==> config.mk <==
export PLATFORM = sky130hd
export DESIGN_NAME = lin_csr
export DESIGN_NICKNAME = d
export VERILOG_FILES = /design/src/rtl/lin_csr_pkg.sv /design/src/rtl/lin_csr_ctrl.sv /design/src/rtl/lin_csr_flags.sv /design/src/rtl/lin_csr_rdmux.sv /design/src/rtl/lin_csr.sv
export SDC_FILE = /design/constraint.sdc
export NUM_CORES = 1
export LEC_CHECK = 0
export CELL_PAD_IN_SITES_DETAIL_PLACEMENT = 0
export CELL_PAD_IN_SITES_GLOBAL_PLACEMENT = 1
export CORE_AREA = 2 2 47 49
export DETAILED_ROUTE_END_ITERATION = 12
export DIE_AREA = 0 0 49 51
export DONT_BUFFER_PORTS = 1
export PLACE_DENSITY = 0.73
export SYNTH_ARGS = -nofsm -noshare
export SYNTH_HDL_FRONTEND = slang
export SYNTH_HIERARCHICAL = 1
export SYNTH_SLANG_ARGS = --single-unit
==> constraint.sdc <==
create_clock -name clk -period 1.1 [get_ports clk]
set_input_delay 0.055 -clock clk [delete_from_list [all_inputs] [get_ports clk]]
set_output_delay 0.055 -clock clk [all_outputs]
set_load 0.02 [all_outputs]
==> src/rtl/lin_csr_pkg.sv <==
package lin_csr_pkg;
  localparam int DATA_W = 8;
  localparam int ADDR_W = 2;
  localparam int ERR_W  = 4;

  typedef enum logic [ADDR_W-1:0] {
    A_CTRL  = 2'd0,
    A_STATE = 2'd1,
    A_ERR   = 2'd2,
    A_RSVD  = 2'd3
  } reg_addr_e;

  // control word bit positions
  localparam int C_START = 0;
  localparam int C_WAKE  = 1;
  localparam int C_CLRE  = 2;
  localparam int C_CLRI  = 3;
  localparam int C_ACK   = 4;
  localparam int C_DIR   = 5;
  localparam int C_MST   = 6;

  // error code bit positions
  localparam int E_PAR = 3;

  typedef struct packed {
    logic aborted;
    logic dreq;
    logic irq;
    logic err;
    logic wake;
    logic cmpl;
  } state_t;
endpackage

==> src/rtl/lin_csr_ctrl.sv <==
module lin_csr_ctrl
  import lin_csr_pkg::*;
(
  input  logic              clk,
  input  logic              rst_n,
  input  logic              wr_ctrl,
  input  logic [C_MST:0]    wdat,
  input  logic              end_evt,
  input  logic              wake_sent,
  output logic              start_acc,
  output logic              start_req,
  output logic              wake_req,
  output logic              tx_dir,
  output logic              master
);
  assign start_acc = wr_ctrl && wdat[C_START] && wdat[C_MST];

  always_ff @(posedge clk or negedge rst_n) begin
    if (!rst_n) begin
      start_req <= 1'b0;
      wake_req  <= 1'b0;
      tx_dir    <= 1'b0;
      master    <= 1'b0;
    end else begin
      if (end_evt)        start_req <= 1'b0;
      else if (start_acc) start_req <= 1'b1;
      if (wake_sent)                   wake_req <= 1'b0;
      else if (wr_ctrl && wdat[C_WAKE]) wake_req <= 1'b1;
      if (wr_ctrl) begin
        tx_dir <= wdat[C_DIR];
        master <= wdat[C_MST];
      end
    end
  end

  AST_START_ENDS: assert property (@(posedge clk) disable iff (!rst_n)
    end_evt |=> !start_req);
  AST_WAKE_DROP: assert property (@(posedge clk) disable iff (!rst_n)
    wake_sent |=> !wake_req);
endmodule

==> src/rtl/lin_csr_flags.sv <==
module lin_csr_flags
  import lin_csr_pkg::*;
(
  input  logic             clk,
  input  logic             rst_n,
  input  logic             master,
  input  logic             start_acc,
  input  logic             clr_irq,
  input  logic             clr_err,
  input  logic             ack,
  input  logic             ev_done,
  input  logic             ev_err,
  input  logic [ERR_W-1:0] ev_err_code,
  input  logic             ev_id,
  input  logic             ev_wake_tx,
  input  logic             ev_wake_rx,
  input  logic             ev_abort,
  output logic             err_any,
  output state_t           st,
  output logic [ERR_W-1:0] err_q
);
  localparam logic [ERR_W-1:0] PAR_MASK = ERR_W'(1) << E_PAR;

  logic [ERR_W-1:0] err_acc;
  logic             id_acc, wake_any, irq_set;

  assign err_acc  = ev_err ? (ev_err_code & ~(master ? PAR_MASK : '0)) : '0;
  assign err_any  = |err_acc;
  assign id_acc   = ev_id && !master;
  assign wake_any = ev_wake_tx || ev_wake_rx;
  assign irq_set  = ev_done || err_any || id_acc || wake_any || ev_abort;

  always_ff @(posedge clk or negedge rst_n) begin
    if (!rst_n) begin
      st    <= '0;
      err_q <= '0;
    end else begin
      if (ev_done)        st.cmpl <= 1'b1;
      else if (start_acc) st.cmpl <= 1'b0;

      if (irq_set)      st.irq <= 1'b1;
      else if (clr_irq) st.irq <= 1'b0;

      if (id_acc)   st.dreq <= 1'b1;
      else if (ack) st.dreq <= 1'b0;

      err_q      <= (clr_err ? '0 : err_q) | err_acc;
      st.err     <= (clr_err ? 1'b0 : st.err) | err_any;
      st.wake    <= (clr_err ? 1'b0 : st.wake) | wake_any;
      st.aborted <= (clr_err ? 1'b0 : st.aborted) | ev_abort;
    end
  end

  AST_DONE_SETS: assert property (@(posedge clk) disable iff (!rst_n)
    ev_done |=> st.cmpl);
  AST_IRQ_HOLD: assert property (@(posedge clk) disable iff (!rst_n)
    st.irq && !clr_irq |=> st.irq);
  AST_EVENT_WINS: assert property (@(posedge clk) disable iff (!rst_n)
    irq_set |=> st.irq);
  AST_ERR_WIPE: assert property (@(posedge clk) disable iff (!rst_n)
    clr_err && !ev_err && !wake_any |=> (err_q == '0) && !st.err && !st.wake);
  AST_NO_PAR_MASTER: assert property (@(posedge clk) disable iff (!rst_n)
    $rose(err_q[E_PAR]) |-> !$past(master));
  AST_SUMMARY: assert property (@(posedge clk) disable iff (!rst_n)
    (err_q != '0) |-> st.err);
endmodule

==> src/rtl/lin_csr_rdmux.sv <==
module lin_csr_rdmux
  import lin_csr_pkg::*;
(
  input  logic [ADDR_W-1:0] rd_addr,
  input  logic              start_req,
  input  logic              wake_req,
  input  logic              tx_dir,
  input  logic              master,
  input  state_t            st,
  input  logic [ERR_W-1:0]  err_q,
  output logic [DATA_W-1:0] rd_data
);
  always_comb begin
    rd_data = '0;
    case (reg_addr_e'(rd_addr))
      A_CTRL: begin
        rd_data[C_START] = start_req;
        rd_data[C_WAKE]  = wake_req;
        rd_data[C_DIR]   = tx_dir;
        rd_data[C_MST]   = master;
      end
      A_STATE: rd_data[$bits(state_t)-1:0] = st;
      A_ERR:   rd_data[ERR_W-1:0] = err_q;
      default: rd_data = '0;
    endcase
  end
endmodule

==> src/rtl/lin_csr.sv <==
module lin_csr
  import lin_csr_pkg::*;
(
  input  logic              clk,
  input  logic              rst_n,
  input  logic              wr_en,
  input  logic [ADDR_W-1:0] wr_addr,
  input  logic [DATA_W-1:0] wr_data,
  input  logic [ADDR_W-1:0] rd_addr,
  output logic [DATA_W-1:0] rd_data,
  input  logic              ev_done,
  input  logic              ev_err,
  input  logic [ERR_W-1:0]  ev_err_code,
  input  logic              ev_id,
  input  logic              ev_wake_tx,
  input  logic              ev_wake_rx,
  input  logic              ev_abort,
  output logic              start_req,
  output logic              wake_req,
  output logic              tx_dir,
  output logic              master,
  output logic              irq
);
  logic   wr_ctrl, start_acc, err_any, end_evt;
  logic   unused_wr_hi;
  state_t st;
  logic [ERR_W-1:0] err_q;

  assign wr_ctrl      = wr_en && (reg_addr_e'(wr_addr) == A_CTRL);
  assign end_evt      = ev_done || err_any;
  assign unused_wr_hi = ^wr_data[DATA_W-1:C_MST+1];

  lin_csr_ctrl u_ctrl (
    .clk(clk), .rst_n(rst_n), .wr_ctrl(wr_ctrl), .wdat(wr_data[C_MST:0]),
    .end_evt(end_evt), .wake_sent(ev_wake_tx), .start_acc(start_acc),
    .start_req(start_req), .wake_req(wake_req), .tx_dir(tx_dir), .master(master)
  );

  lin_csr_flags u_flags (
    .clk(clk), .rst_n(rst_n), .master(master), .start_acc(start_acc),
    .clr_irq(wr_ctrl && wr_data[C_CLRI]), .clr_err(wr_ctrl && wr_data[C_CLRE]),
    .ack(wr_ctrl && wr_data[C_ACK]), .ev_done(ev_done), .ev_err(ev_err),
    .ev_err_code(ev_err_code), .ev_id(ev_id), .ev_wake_tx(ev_wake_tx),
    .ev_wake_rx(ev_wake_rx), .ev_abort(ev_abort), .err_any(err_any),
    .st(st), .err_q(err_q)
  );

  lin_csr_rdmux u_rd (
    .rd_addr(rd_addr), .start_req(start_req), .wake_req(wake_req),
    .tx_dir(tx_dir), .master(master), .st(st), .err_q(err_q), .rd_data(rd_data)
  );

  assign irq = st.irq;

  AST_ABORT_FLAG: assert property (@(posedge clk) disable iff (!rst_n)
    ev_abort |=> st.aborted && irq);
endmodule

==> results.json <==
{
  "synth_largest_area_cell": "dfrtp_1",
  "synth-seq-cells": 14,
  "dieArea_um2": 2500,
  "diodes": 0,
  "finalSetupViolCount": 5,
  "routed_wl_mm": 1.97,
  "finalCriticalPeriod_ns": 1.28,
  "synth_top_area_share": 0.476,
  "slowest_delay_ns": 0.39,
  "coreArea_um2": 2060,
  "rows": 17,
  "vias": 640,
  "r2r-start": "u_ctrl/master",
  "overflow": 0,
  "cp-end-kind": "output pin",
  "post-route-drc-count": 0,
  "syn_nets": 96,
  "pre_cts_ws_ns": -0.0601,
  "syn_area_um2": 736,
  "synth_cells": 67,
  "n_fill_cell": 186,
  "cts_root_buf": "clkbuf_4",
  "cts_buffers": 3,
  "crit_required_ns": 1.04,
  "path_cells": "a222oi_1, nor2_1, buf_4",
  "clock_skew_ns": 0.00480,
  "grt_pass1_wl_mm": 3.11,
  "die_h_um": 51,
  "slowest_stage": "dfrtp_1",
  "p_leak_nw": 0.502,
  "crit_end": "rd_data[1]",
  "crit_start": "u_flags/err_q[1]",
  "status": "finished, violations left",
  "yosysWarningCount": 6,
  "cts_sinks": 14,
  "rrSetupSlack_ns": -0.02,
  "cts-htree-levels": 1,
  "start_kind": "register",
  "routed_via_density": 4.92,
  "gp_congestion": 0.751,
  "insertion_delay_ns": 0.28,
  "cp_top_family": "flip-flops",
  "ys_seq_area_frac": 0.476,
  "power.density_nw_per_um2": 1140,
  "rsz0062_at_grt": "true",
  "r2r-end": "u_ctrl/start_req",
  "clockBufferDepth": 2,
  "wl_per_cell_um": 15.1,
  "clock.fmax_ghz": 0.779,
  "fin_crit_sh": 1.17,
  "drive_gt1_frac": 0.402,
  "grt_pass1_vias": 671,
  "fin_area_um2": 1140,
  "track_usage": 0.169,
  "die_x_um": 49,
  "synth_cell_types": 28,
  "cts_tree": "built",
  "io_buffers": 0,
  "worst_pin_slew_ns": 0.606,
  "start_util": 0.357,
  "min_path_cells": 4,
  "antenna_left": 0,
  "cp_num_cells": 3,
  "arrival_ns": 1.23,
  "path_max_fanout": 2,
  "syn_avg_cell_area_um2": 11.0,
  "reg2reg_depth": 5,
  "drt_first_pass_iters": 4,
  "hpwl_mm": 1.33,
  "nNetsFinal": 132,
  "setup_ws_ns": -0.183,
  "violations": "negative setup slack",
  "cp.buffers_inverters": 1,
  "timing.slew.headroom": 0.595,
  "peakVddDrop_mv": 0.913,
  "antenna_found_initial": 0,
  "hold_viol_final": 0,
  "dpl_cell_area_um2": 845,
  "clk_pin_slew_ns": 0.09,
  "grt_max_degree": 15,
  "worstSetupPathType": "reg -> out",
  "maxCapViolations": 0,
  "synthToLayoutAreaGrowth_pct": 55.1,
  "hold_class": "in -> reg",
  "yosys-top-cells-area": "dfrtp_1 (48%), ha_1 (6.8%), and4bb_2 (5.1%)",
  "io_pins": 38,
  "drv_slew": 0,
  "first_iter_violations": 23
}
==> cell families after synthesis <==
group                    Yosys count  synth area share
adder cells (fa/ha/maj)            4            0.0680
other                              1           0.00510
buffers and inverters              9            0.0510
AO/OA/AOI/OAI                     17             0.187
multiplexers                       2            0.0306
flip-flops                        14             0.476
AND/OR/NAND/NOR                   20             0.182
==> where the power goes <==
part | switching, mW | internal [mW] | leakage [nW] | total, mW
clock | 0.165 | 0.201 | 0.0210 | 0.366
combinational | 0.150 | 0.184 | 0.338 | 0.335
sequential | 0.0420 | 0.559 | 0.143 | 0.601
==> area by class of cell <==
type	instances	area, um2	area share
repair buffers	32	282	0.247
inverters	8	30.0	0.0263
clock buffers	4	36.3	0.0318
well taps	28	35.0	0.0307
multi-input cells	44	405	0.355
flip-flops and latches	14	353	0.309
==> metrics by stage <==
step,utilization,cells,setup TNS (ns),hold WS (ns),power (mW)
after floorplan,-,67,-0.135,-0.241,0.754
after global placement,0.409,104,-0.0291,-0.240,0.819
after detailed placement,0.409,104,-0.0601,-0.240,0.820
after CTS,0.521,128,-0.331,0.000939,1.26
after global routing,0.553,130,-0.654,0.0370,1.37
final,0.553,130,-0.370,0.0512,1.30
==> synthesized netlist by cell type <==
cell and count:
a21o_1 2, a21oi_1 1, a222oi_1 2, a22o_1 4, a22o_2 1, a22oi_1 2, a31oi_1 1, and2_1 1
and2_2 1, and3_2 1, and4bb_2 3, buf_4 1, conb_1 1, dfrtp_1 14, ha_1 4, inv_1 7
inv_2 1, mux2_2 2, nand2b_1 1, nand4_1 1, nor2_1 5, nor2b_1 4, nor3_1 1, nor3b_1 1
o21ai_0 1, o21ai_1 2, o41ai_2 1, or2_2 1
==> sequential cells by signal, summed over array words and instances (netlist names) <==
name / count
u_ctrl/master: 1
u_ctrl/start_req: 1
u_ctrl/tx_dir: 1
u_ctrl/wake_req: 1
u_flags/err_q: 4
u_flags/st: 6
==> metal layers <==
metal	vias up	wire length (um)	track usage
met4	0	23	0.0571
li1	308	-	-
met5	-	0	0
met3	4	126	0.0351
met1	294	766	0.206
met2	34	1050	0.297
==> how the worst min path moves through the flow <==
stage / startpoint / slack [ns] / end
after floorplan: rst_n / -0.24 / u_ctrl/master
after global routing: ev_err_code[2] / 0.04 / u_ctrl/start_req
after global placement: rst_n / -0.24 / u_flags/err_q[1]
after detailed placement: rst_n / -0.24 / u_flags/err_q[1]
final: ev_err_code[2] / 0.05 / u_ctrl/start_req
after CTS: ev_err / 0.0009 / u_flags/st[2]
==> layout by cell type, fill, tap and decap left out, types with 2 or more instances in the layout <==
master and count:
a21o_1 2, a222oi_1 2, a22o_1 4, a22oi_2 2, and4bb_2 3, buf_4 16
clkbuf_4 3, dfrtp_1 12, dfrtp_2 2, dlygate4sd3_1 15, ha_1 4, inv_1 7
mux2_2 2, nor2_1 3, nor2b_1 3, o21ai_1 2
==> what timing repair did <==
item | in CTS | in global routing
pin swaps | 6 | 2
setup buffers | 6 | 1
gates resized for setup | 5 | 8
hold buffers | 14 | 1
hold endpoints to repair | 27 | 1
endpoints found under the setup margin | 8 | 8
==> worst reg2reg max path, delay by kind of cell, from the launching register on <==
family	cells	cell delay (ns)
compound gates	1	0.21
buf+inv	1	0.07
flops	1	0.40
simple gates	3	0.37
No activity file was read; power rests on OpenSTA's default activity.
